### config.mk
export PLATFORM = sky130hd
export DESIGN_NAME = dtpwm_core
export DESIGN_NICKNAME = d
export VERILOG_FILES = /design/src/rtl/dtpwm_pkg.sv /design/src/rtl/dtpwm_tricnt.sv /design/src/rtl/dtpwm_regs.sv /design/src/rtl/dtpwm_phase.sv /design/src/rtl/dtpwm_core.sv
export SDC_FILE = /design/constraint.sdc
export NUM_CORES = 1
export LEC_CHECK = 0
export ABC_AREA = 1
export BUFFER_PORTS_ARGS = -buffer_cell sky130_fd_sc_hd__buf_2
export CAP_MARGIN = 5
export CORE_UTILIZATION = 30
export CTS_CLUSTER_SIZE = 16
export DETAILED_ROUTE_END_ITERATION = 16
export PLACE_DENSITY = 0.43
export REMOVE_ABC_BUFFERS = 1
export SLEW_MARGIN = 20
export SYNTH_ARGS = -nofsm -noshare
export SYNTH_HDL_FRONTEND = slang
export SYNTH_SLANG_ARGS = --single-unit
### constraint.sdc
create_clock -name clk -period 4.5 [get_ports clk]
set_input_delay 0.675 -clock clk [delete_from_list [all_inputs] [get_ports clk]]
set_output_delay 0.675 -clock clk [all_outputs]
set_load 0.05 [all_outputs]
### src/rtl/dtpwm_pkg.sv
package dtpwm_pkg;
  localparam int ADDR_W = 3;

  typedef enum logic [1:0] {
    XFER_NONE   = 2'd0,
    XFER_CREST  = 2'd1,
    XFER_TROUGH = 2'd2,
    XFER_BOTH   = 2'd3
  } xfer_e;

  localparam logic [ADDR_W-1:0] ADDR_PERIOD = 3'd3;
  localparam logic [ADDR_W-1:0] ADDR_DEAD   = 3'd4;
endpackage

### src/rtl/dtpwm_tricnt.sv
module dtpwm_tricnt #(
  parameter int CNT_W = 16
) (
  input  logic             clk,
  input  logic             rst,
  input  logic             run,
  input  logic [CNT_W-1:0] lo,
  input  logic [CNT_W-1:0] hi,
  input  logic [CNT_W-1:0] lo_load,
  output logic [CNT_W-1:0] cnt,
  output logic             crest,
  output logic             trough
);
  logic up;

  assign crest  = run && up && (cnt >= hi);
  assign trough = run && !up && (cnt <= lo);

  always_ff @(posedge clk) begin
    if (rst) begin
      cnt <= '0;
      up  <= 1'b1;
    end else if (!run) begin
      cnt <= lo_load;
      up  <= 1'b1;
    end else if (up) begin
      if (cnt >= hi) begin
        up  <= 1'b0;
        cnt <= (cnt > lo) ? cnt - CNT_W'(1) : cnt;
      end else begin
        cnt <= cnt + CNT_W'(1);
      end
    end else begin
      if (cnt <= lo) begin
        up  <= 1'b1;
        cnt <= (cnt < hi) ? cnt + CNT_W'(1) : cnt;
      end else begin
        cnt <= cnt - CNT_W'(1);
      end
    end
  end

  // the counter stays inside the sweep window while the window is valid
  assert_cnt_range_R3: assert property (@(posedge clk) disable iff (rst)
    (hi > lo) |-> (cnt >= lo && cnt <= hi));
endmodule

### src/rtl/dtpwm_regs.sv
module dtpwm_regs
  import dtpwm_pkg::*;
#(
  parameter int CNT_W  = 16,
  parameter int DT_W   = 16,
  parameter int PHASES = 3
) (
  input  logic                          clk,
  input  logic                          rst,
  input  logic                          run,
  input  logic                          wr_en,
  input  logic [ADDR_W-1:0]             wr_addr,
  input  logic [CNT_W-1:0]              wr_data,
  input  logic [1:0]                    mode,
  input  logic                          crest,
  input  logic                          trough,
  output logic [PHASES-1:0][CNT_W-1:0]  duty_act,
  output logic [CNT_W-1:0]              per_act,
  output logic [DT_W-1:0]               dt_act,
  output logic [DT_W-1:0]               dt_buf
);
  xfer_e                      xmode;
  logic                       xfer;
  logic [CNT_W-1:0]           per_buf;
  logic [PHASES-1:0][CNT_W-1:0] duty_buf;

  assign xmode = xfer_e'(mode);

  always_comb begin
    case (xmode)
      XFER_CREST:  xfer = crest;
      XFER_TROUGH: xfer = trough;
      XFER_BOTH:   xfer = crest | trough;
      default:     xfer = 1'b0;
    endcase
  end

  always_ff @(posedge clk) begin
    if (rst) begin
      per_buf <= '0;
      dt_buf  <= '0;
      per_act <= '0;
      dt_act  <= '0;
    end else begin
      if (wr_en && wr_addr == ADDR_PERIOD) per_buf <= wr_data;
      if (wr_en && wr_addr == ADDR_DEAD)   dt_buf  <= wr_data[DT_W-1:0];
      if (!run) begin
        per_act <= per_buf;
        dt_act  <= dt_buf;
      end
    end
  end

  for (genvar g = 0; g < PHASES; g++) begin : g_duty
    always_ff @(posedge clk) begin
      if (rst) begin
        duty_buf[g] <= '0;
        duty_act[g] <= '0;
      end else begin
        if (wr_en && wr_addr == ADDR_W'(g)) duty_buf[g] <= wr_data;
        if (!run || xfer) duty_act[g] <= duty_buf[g];
      end
    end
  end

  // a running unit keeps its active duty when no reload point is selected
  assert_duty_hold_R7: assert property (@(posedge clk) disable iff (rst)
    (run && (mode == 2'd0 || (!crest && !trough))) |=> $stable(duty_act));

  // period and dead time stay fixed while running
  assert_cfg_hold_R12: assert property (@(posedge clk) disable iff (rst)
    run |=> ($stable(per_act) && $stable(dt_act)));
endmodule

### src/rtl/dtpwm_phase.sv
module dtpwm_phase #(
  parameter int CNT_W = 16,
  parameter int DT_W  = 16
) (
  input  logic             clk,
  input  logic             rst,
  input  logic [CNT_W-1:0] cnt,
  input  logic [CNT_W-1:0] duty,
  input  logic [CNT_W-1:0] per,
  input  logic [DT_W-1:0]  dead,
  input  logic             pol,
  output logic             out_p,
  output logic             out_n
);
  logic            raw_nx, raw_q, raw_d;
  logic [DT_W-1:0] tmr, tmr_nx;
  logic            p_dt, n_dt;

  always_comb begin
    if (duty == '0)        raw_nx = 1'b1;
    else if (duty >= per)  raw_nx = 1'b0;
    else                   raw_nx = (cnt > duty);
  end

  always_comb begin
    if (raw_q != raw_d)    tmr_nx = dead;
    else if (tmr != '0)    tmr_nx = tmr - DT_W'(1);
    else                   tmr_nx = '0;
  end

  always_ff @(posedge clk) begin
    if (rst) begin
      raw_q <= 1'b0;
      raw_d <= 1'b0;
      tmr   <= '0;
      p_dt  <= 1'b0;
      n_dt  <= 1'b0;
      out_p <= 1'b0;
      out_n <= 1'b0;
    end else begin
      raw_q <= raw_nx;
      raw_d <= raw_q;
      tmr   <= tmr_nx;
      p_dt  <= raw_q && (tmr_nx == '0);
      n_dt  <= !raw_q && (tmr_nx == '0);
      out_p <= p_dt ^ pol;
      out_n <= n_dt ^ pol;
    end
  end

  // with a nonzero dead time, a positive rise follows a cycle with the negative side off
  assert_gap_pos_R5: assert property (@(posedge clk) disable iff (rst)
    ($past(dead) != '0 && $rose(p_dt)) |-> $past(!n_dt));

  // the same holds for a negative rise
  assert_gap_neg_R5: assert property (@(posedge clk) disable iff (rst)
    ($past(dead) != '0 && $rose(n_dt)) |-> $past(!p_dt));
endmodule

### src/rtl/dtpwm_core.sv
module dtpwm_core
  import dtpwm_pkg::*;
#(
  parameter int CNT_W  = 16,
  parameter int DT_W   = 16,
  parameter int PHASES = 3
) (
  input  logic              clk,
  input  logic              rst,
  input  logic              run,
  input  logic              wr_en,
  input  logic [2:0]        wr_addr,
  input  logic [CNT_W-1:0]  wr_data,
  input  logic [1:0]        xfer_mode,
  input  logic              dt_en,
  input  logic              pol_inv,
  output logic [PHASES-1:0] pwm_p,
  output logic [PHASES-1:0] pwm_n
);
  logic [PHASES-1:0][CNT_W-1:0] duty_act;
  logic [CNT_W-1:0]             per_act;
  logic [DT_W-1:0]              dt_act, dt_buf, dead_eff;
  logic [CNT_W-1:0]             cnt, lo, lo_load;
  logic                         crest, trough;

  assign lo       = CNT_W'(dt_act);
  assign lo_load  = CNT_W'(dt_buf);
  assign dead_eff = dt_en ? dt_act : '0;

  dtpwm_regs #(.CNT_W(CNT_W), .DT_W(DT_W), .PHASES(PHASES)) u_regs (
    .clk      (clk),
    .rst      (rst),
    .run      (run),
    .wr_en    (wr_en),
    .wr_addr  (wr_addr),
    .wr_data  (wr_data),
    .mode     (xfer_mode),
    .crest    (crest),
    .trough   (trough),
    .duty_act (duty_act),
    .per_act  (per_act),
    .dt_act   (dt_act),
    .dt_buf   (dt_buf)
  );

  dtpwm_tricnt #(.CNT_W(CNT_W)) u_cnt (
    .clk     (clk),
    .rst     (rst),
    .run     (run),
    .lo      (lo),
    .hi      (per_act),
    .lo_load (lo_load),
    .cnt     (cnt),
    .crest   (crest),
    .trough  (trough)
  );

  for (genvar g = 0; g < PHASES; g++) begin : g_phase
    dtpwm_phase #(.CNT_W(CNT_W), .DT_W(DT_W)) u_ph (
      .clk   (clk),
      .rst   (rst),
      .cnt   (cnt),
      .duty  (duty_act[g]),
      .per   (per_act),
      .dead  (dead_eff),
      .pol   (pol_inv),
      .out_p (pwm_p[g]),
      .out_n (pwm_n[g])
    );
  end

  // with polarity not inverted, no phase drives both switches at once
  assert_no_overlap_R2: assert property (@(posedge clk) disable iff (rst)
    !$past(pol_inv) |-> ((pwm_p & pwm_n) == '0));
endmodule

=== Yosys cells after proc, flatten, opt, wreduce, memory -nomap -nowiden ===
Cells that the tools add are included.

* $add $sub $neg: 5
* Muxes and demuxes: 23
* Magnitude comparators: 10
* Bitwise operators: 8
* Eq/ne operators: 12
* Reduce and logical (&&, ||, !) cells: 33

{| class="wikitable"
|+ Operator list
! kind !! number
|-
| 2-to-1 mux 16 bit || 13
|-
| logical NOT 16 bit || 6
|-
| greater-or-equal comparator 16 bit || 4
|-
| greater-than comparator 16 bit || 4
|-
| subtractor 16 x 1 -> 16 bit, second input constant || 4
|-
| nonzero test 16 bit || 3
|-
| adder 16 x 1 -> 16 bit, second input constant || 1
|-
| less-or-equal comparator 16 bit || 1
|-
| < comparator 16 bit || 1
|-
| logical AND 1 bit || 15
|-
| 2-to-1 mux 1 bit || 9
|-
| equality test 3 x 2 -> 1 bit, second input constant || 2
|-
| XOR 1 bit || 6
|-
| logical NOT 1 bit || 5
|-
| equality test 2 bit, second input constant || 2
|-
| inequality test 4 x 3 -> 1 bit, second input constant || 1
|-
| inequality test 4 bit, second input constant || 1
|-
| equality test 3 x 1 -> 1 bit, second input constant || 1
|-
| equality test 3 bit, second input constant || 1
|-
| logical NOT 3 bit || 1
|-
| inequality test 1 bit || 3
|-
| case mux 1 bit (3 select lines) || 1
|-
| equality test 2 x 1 -> 1 bit, second input constant || 1
|-
| AND reduction 2 bit || 1
|-
| other kinds (4) || 4
|}

* Bits of input ports: 27
* Register bits: 243
* Word-level logic and storage cells: 124
* Output and inout port bits: 6

=== Depth between registers and ports, before layout ===
* Depth after elaboration: 6
* Gate-level depth with buffers: 19
* Mapped depth without buffers: 18

=== By module ===
A second synthesis with hierarchy kept.

* Cell total of the unflattened synthesis: 2439
* Area, all modules: 15655.0 µm²

{| class="wikitable"
|+ Modules (own cells, without submodules)
! module !! cells each !! sequential area each (µm²) !! times used !! area each (µm²)
|-
| dtpwm_phase || 353 || 440.4 || 3 || 2175.8
|-
| dtpwm_regs || 909 || 3203.1 || 1 || 6304.8
|-
| dtpwm_tricnt || 437 || 340.3 || 1 || 2658.8
|-
| dtpwm_core || 34 || 0.0 || 1 || 163.9
|}

=== Worst setup path before layout ===
OpenSTA, ideal clock, no wires.

* Path type: register to register
* Start point: register u_cnt.cnt[9]
* End point: register u_cnt.cnt[14]
* Slack: 2.542 ns
* Data required time: 4.385 ns
* Path buffers: 1
* Clock period less this slack: 1.958 ns
* Setup time: 0.115 ns
* Arrival time: 1.843 ns
* Stages on the path, launching flop included: 15
* Path through: dfxtp_1 -> ha_1 -> nand2_1 -> nand2_1 -> nand3_1 -> a21oi_1 -> nor2_1 -> nand3_1 -> nand2_1 -> nand2_1 -> nand2_1 -> buf_2 -> nand2_1 -> nor2_1 -> nor2_1

* Word-level cells in the longest chain between the ends: 5
* Elaborated cells between the ends (all ways): 15
* Classes of those cells: add/sub: 2; order compare: 4; eq/ne: 2; mux: 6; reduce/logical: 1

{| class="wikitable"
|+ RTL lines
! item !! line !! text
|-
| from (decl) || dtpwm_tricnt.sv:10 || <nowiki>output logic [CNT_W-1:0] cnt,</nowiki>
|-
| from (signal assigned) || dtpwm_tricnt.sv:24 || <nowiki>cnt <= lo_load;</nowiki>
|-
| from (signal assigned) || dtpwm_tricnt.sv:29 || <nowiki>cnt <= (cnt > lo) ? cnt - CNT_W'(1) : cnt;</nowiki>
|-
| from (signal assigned) || dtpwm_tricnt.sv:31 || <nowiki>cnt <= cnt + CNT_W'(1);</nowiki>
|-
| adder 16 x 1 -> 16 bit / subtractor 16 x 1 -> 16 bit (equally long branches) || - ||
|-
| 2-to-1 mux 16 bit, on equally long branches || dtpwm_tricnt.sv:36, dtpwm_tricnt.sv:29 ||
|-
| 2-to-1 mux 16 bit, on equally long branches || dtpwm_tricnt.sv:34, dtpwm_tricnt.sv:27 ||
|-
| 2-to-1 mux 16 bit || dtpwm_tricnt.sv:26 || <nowiki>end else if (up) begin</nowiki>
|-
| 2-to-1 mux 16 bit || dtpwm_tricnt.sv:23 || <nowiki>end else if (!run) begin</nowiki>
|}

Several ways; a longest one is shown, not always the timed one. The select of a mux whose other input is x is not followed.
A chain may end at the register's enable or synchronous reset.

=== Worst setup path after layout ===
* Start point: register u_cnt.cnt[11]
* End point: register u_regs.duty_act[9] (netlist bit)

* Word-level cells in the longest chain between the ends: 5
* Elaborated cells between the ends (all ways): 7
* Classes of those cells: order compare: 2; mux: 1; bitwise: 1; reduce/logical: 3

{| class="wikitable"
|+ RTL lines
! item !! line !! text
|-
| greater-or-equal comparator 16 bit / less-or-equal comparator 16 bit (equally long branches) || dtpwm_tricnt.sv:16, dtpwm_tricnt.sv:17 ||
|-
| logical AND 1 bit, on equally long branches || dtpwm_tricnt.sv:16, dtpwm_tricnt.sv:17 ||
|-
| OR 1 bit || dtpwm_regs.sv:33 || <nowiki>XFER_BOTH: xfer = crest | trough;</nowiki>
|-
| case mux 1 bit (3 select lines) * || dtpwm_regs.sv:30 || <nowiki>case (xmode)</nowiki>
|-
| logical OR 1 bit * || dtpwm_regs.sv:61 || <nowiki>if (!run || xfer) duty_act[g] <= duty_buf[g];</nowiki>
|-
| to (signal, indexed assignment) || dtpwm_regs.sv:61 ||
|-
| to (decl) || dtpwm_regs.sv:17 || <nowiki>output logic [PHASES-1:0][CNT_W-1:0] duty_act,</nowiki>
|}

Every way passes the cells marked *; elsewhere a longest branch is shown, timed or not.

==> summary by stage <==
Status
The flow ran to the end, and the final reports show no timing, DRC or antenna violations.

Clock tree
Clock tree synthesis inserted a total of 29 buffers. The number of hold-repair buffers added at the cts stage is 0. The clock latency at the later pin of the worst-skew pair is approximately 570 ps. Once the clock tree was built, the setup fixing pass inserted 0 buffers.

Clock-pin slew was measured on the worst setup and hold paths at 60 ps. The longest clock path from root to sink contains 3 buffers. The number of gates resized after cts is 0. The clock drives between 200 and 250 sinks. TritonCTS built the clock tree. The library cell used as clock root buffer is sky130_fd_sc_hd__clkbuf_16. In this run the number of H-tree levels came out at 1.

Pwr
The maximum vdd drop is between 0.0002 and 0.0003 V. Dividing total power by cell area gives a power density of between 600 and 700 nW/µm². The total power consumption of the routed design is about 10 mW. The reported leakage power is between 7 and 8 nW. Combinational logic is responsible for 48.8% of the overall power. The part of the power in the clock network is between 20% and 30%. Net switching is around 45% of the power. The power share of the sequential group is 29.1%. For this design the total switching power over the nets is between 4 and 5 mW.

Internal power comes to 5.38 mW.

Min path
In this run the worst hold path is classified as input pin to register.

Routing
The count of vias placed by the detailed router is 12.9k. The residual DRC count is 0. The detail route stage leaves a number of antenna-violating nets equal to 0. Dividing the detail-routed wire length by the instance count gives around 15 µm. The violation count after the first detailed-route iteration is about 670. The mean number of vias per cell is approximately 4.6. The pre-antenna-repair detailed-routing pass consisted of 5 iterations. Wires add up to around 42 mm.

Floorplanning
The initial core utilization is 30.3%. The die is 221 µm wide. The number of placement rows is 80. The I/O pin count is 33.

The region available for standard cell placement spans approximately 48000 µm². The die covers 49000 µm². Measured along the y axis, the die boundary spans 221 µm.

STA
The final count of hold timing violations was 0. Setup repair after global routing left no endpoint under its margin. Timing would allow up to 309 MHz. At the pin with the least slew margin, the transition time is between 1000 and 1500 ps. The max-slew violation count is 0.

The shortest period the worst path allows is around 3200 ps. The final setup skew is between 10 and 15 ps. Measured against its own limit, the worst slew margin works out to 32.2%. Setup violations remaining at the end of the flow were counted as 0. After layout, the worst path uses 71.9% of the clock period. The setup total negative slack is 0 ps.

Yosys
Of the post-synthesis cell area, the part taken by muxes is 0%. In this run, synthesis produced a sequential element count of between 200 and 250. In this run the mean area of a mapped cell was 6.70 µm².

The number of distinct library cells after synthesis is 38. Summing the areas of all and, or, nand and nor instances in the mapped netlist gives 28.5% of the synthesized area. The register area share after synthesis is 33.7%.

Summing every instance area after synthesis gives about 14000 µm². Of the total synthesized cell area, the portion taken by XOR and XNOR cells is 3.32%. Summing the areas of all compound-gate instances in the mapped netlist gives between 10% and 20% of the synthesized area. The arithmetic-cell share of the synthesized area counting full adders, half adders and majority gates is 11.8%. The cell count after synthesis is ~2.2k. By area, the combinational part of the netlist is dominated by simple AND/OR/NAND/NOR gates. For this run, the number of Yosys warnings is 0.

Final layout
In the final design database the tool counted about 2.3k nets. Leaving out fill and tap cells, the most frequent cells in the layout are sky130_fd_sc_hd__nand2_1, sky130_fd_sc_hd__nor2_1, sky130_fd_sc_hd__inv_1. Leaving out fill and tap cells, the most frequent cell in the layout is sky130_fd_sc_hd__nand2_1. Registers take 4860 µm². The share of post-route cells with drive strength above 1 is under 10%. The layout has approximately 5.3k filler cells.

The area growth from synthesis to final layout is 10.6%. In the final layout, the multi-input gates occupy 8140 µm².

Placement
Detailed placement ended at an HPWL of approximately 32 mm. During placement, the flow inserted port buffers numbering 32. The congestion estimate from routability-driven global placement came to between 0.8 and 0.9.

Critical path
The cell depth of the worst flop-to-flop path is 12. The worst path arrival time is 3690 ps. STA classifies the critical path endpoint as a register. The critical-path maximum fanout is 59. In this run the critical register-to-register path is launched from u_cnt.cnt[11].

The capture point of the worst path is u_regs.duty_act[9]. The endpoint of the most critical register-to-register path is u_regs.duty_act[9]. The start point of the critical path is u_cnt.cnt[11]. The startpoint class of the critical path is a register. The worst endpoint required time is just under 5000 ps. The setup slack of the worst register-to-register path is ~1300 ps. The critical path in this run is classified as register to register.

Global route
The via count of the first global-routing pass was about 13k. The first global-routing pass estimated between 60 and 70 mm of wire. The global-route total usage across every layer is between 10% and 20%.

Global routing finished with a remaining overflow of 0. The initial antenna violation count is 0. Entering global routing, the biggest net connects 96 pins.

Run
The reported max-cap violation count is 0.
layout make-up:
type / instances / area share [%]
Antenna cell: 1 / 0.0157
Inverter: 286 / 6.77
Timing Repair Buffer: 44 / 1.66
Multi-Input combinational cell: 1547 / 50.9
Tap cell: 615 / 4.82
Clock inverter: 8 / 0.290
Clock buffer: 39 / 5.03
Sequential cell: 243 / 30.5
per-stage QoR:
step / instances / util (%) / setup WS, ps / cell area (µm²) / hold slack, ps
global placement: 2735 / 31.7 / 1320 / 15100 / 431
global route: 2782 / 33.5 / 922 / 16000 / 398
finish: 2783 / 33.5 / 1270 / 16000 / 399
CTS: 2782 / 33.5 / 1230 / 16000 / 362
detailed placement: 2735 / 31.7 / 1240 / 15100 / 433
floorplan: 2076 / - / 1610 / 14100 / 421
power by group through the flow:
stage          sequential [mW]  combinational, mW  clock (mW)
3_3_place_gp              2.91               4.77           0
2_1_floorplan             2.81               3.62           0
4_1_cts                   2.86               4.84        2.25
5_1_grt                   2.92               5.58        2.34
3_5_place_dp              2.91               4.82           0
6_report                  2.86               4.79        2.17
Yosys cell counts (all sizes together):
library cell	count	area, µm²
or2	1	6.26
xor2	37	339
o21ai	138	691
o22ai	15	93.8
a21o	4	30.0
nor3	11	65.1
ha	136	1700
xnor2	16	140
nand2	523	2000
dfxtp	243	4860
clkbuf	51	191
inv	286	1080
nand3	71	373
nor2	366	1400
a21oi	168	845
nand4	28	175
buf	30	194
a211oi	1	7.51
o211ai	6	45.0
nor4	5	46.3
nand3b	6	45.0
o21bai	15	113
flip-flops by register name, summed over array words and instances (netlist names):
name                flops
g_phase.u_ph.p_dt       3
u_regs.dt_buf          16
u_regs.dt_act          16
g_phase.u_ph.tmr       48
g_phase.u_ph.out_n      3
u_regs.duty_act        48
g_phase.u_ph.n_dt       3
u_regs.per_buf         16
g_phase.u_ph.out_p      3
g_phase.u_ph.raw_q      3
g_phase.u_ph.raw_d      3
u_regs.per_act         16
u_cnt.up                1
u_cnt.cnt              16
u_regs.duty_buf        48
worst min path at each step:
stage	start	endpoint	slack (ps)	cells after the start
global route	wr_data[14]	u_regs.dt_buf[14]	400	3
global placement	u_regs.per_buf[8]	u_regs.per_buf[8]	430	2
detailed placement	u_regs.per_buf[15]	u_regs.per_buf[15]	430	2
finish	wr_data[14]	u_regs.dt_buf[14]	400	3
floorplan	g_phase[2].u_ph.raw_q	g_phase[2].u_ph.n_dt	420	1
CTS	wr_data[7]	u_regs.dt_buf[7]	360	3
cells by family after synthesis:
logic type | count (synthesis)
AOI/OAI and AO/OA | 347
xor gates and xnor gates | 53
adders and majority gates | 136
buffers and inverters | 367
DFF | 243
and+or+nand+nor | 1011
layer usage:
layer  up-vias  global-route usage, %  wire [µm]
met5         -                      0          0
met4         0                   5.60       1420
met3        64                   1.98       1020
met2       151                   29.0      19100
met1      5829                   23.5      20700
li1       6827                      -          -
critical path, cell delays in order (launching register included):
cell and delay, ps:
sky130_fd_sc_hd__dfxtp_1 640, sky130_fd_sc_hd__ha_1 360, sky130_fd_sc_hd__a21oi_1 150, sky130_fd_sc_hd__o21ai_1 90
sky130_fd_sc_hd__a21oi_1 210, sky130_fd_sc_hd__nand2_1 120, sky130_fd_sc_hd__nand2_1 170, sky130_fd_sc_hd__nand2_1 120
sky130_fd_sc_hd__nand3_4 380, sky130_fd_sc_hd__buf_4 570, sky130_fd_sc_hd__nand2_1 120, sky130_fd_sc_hd__nand2_1 90
sky130_fd_sc_hd__nor2_1 50
Power figures use the tool's default switching activity.
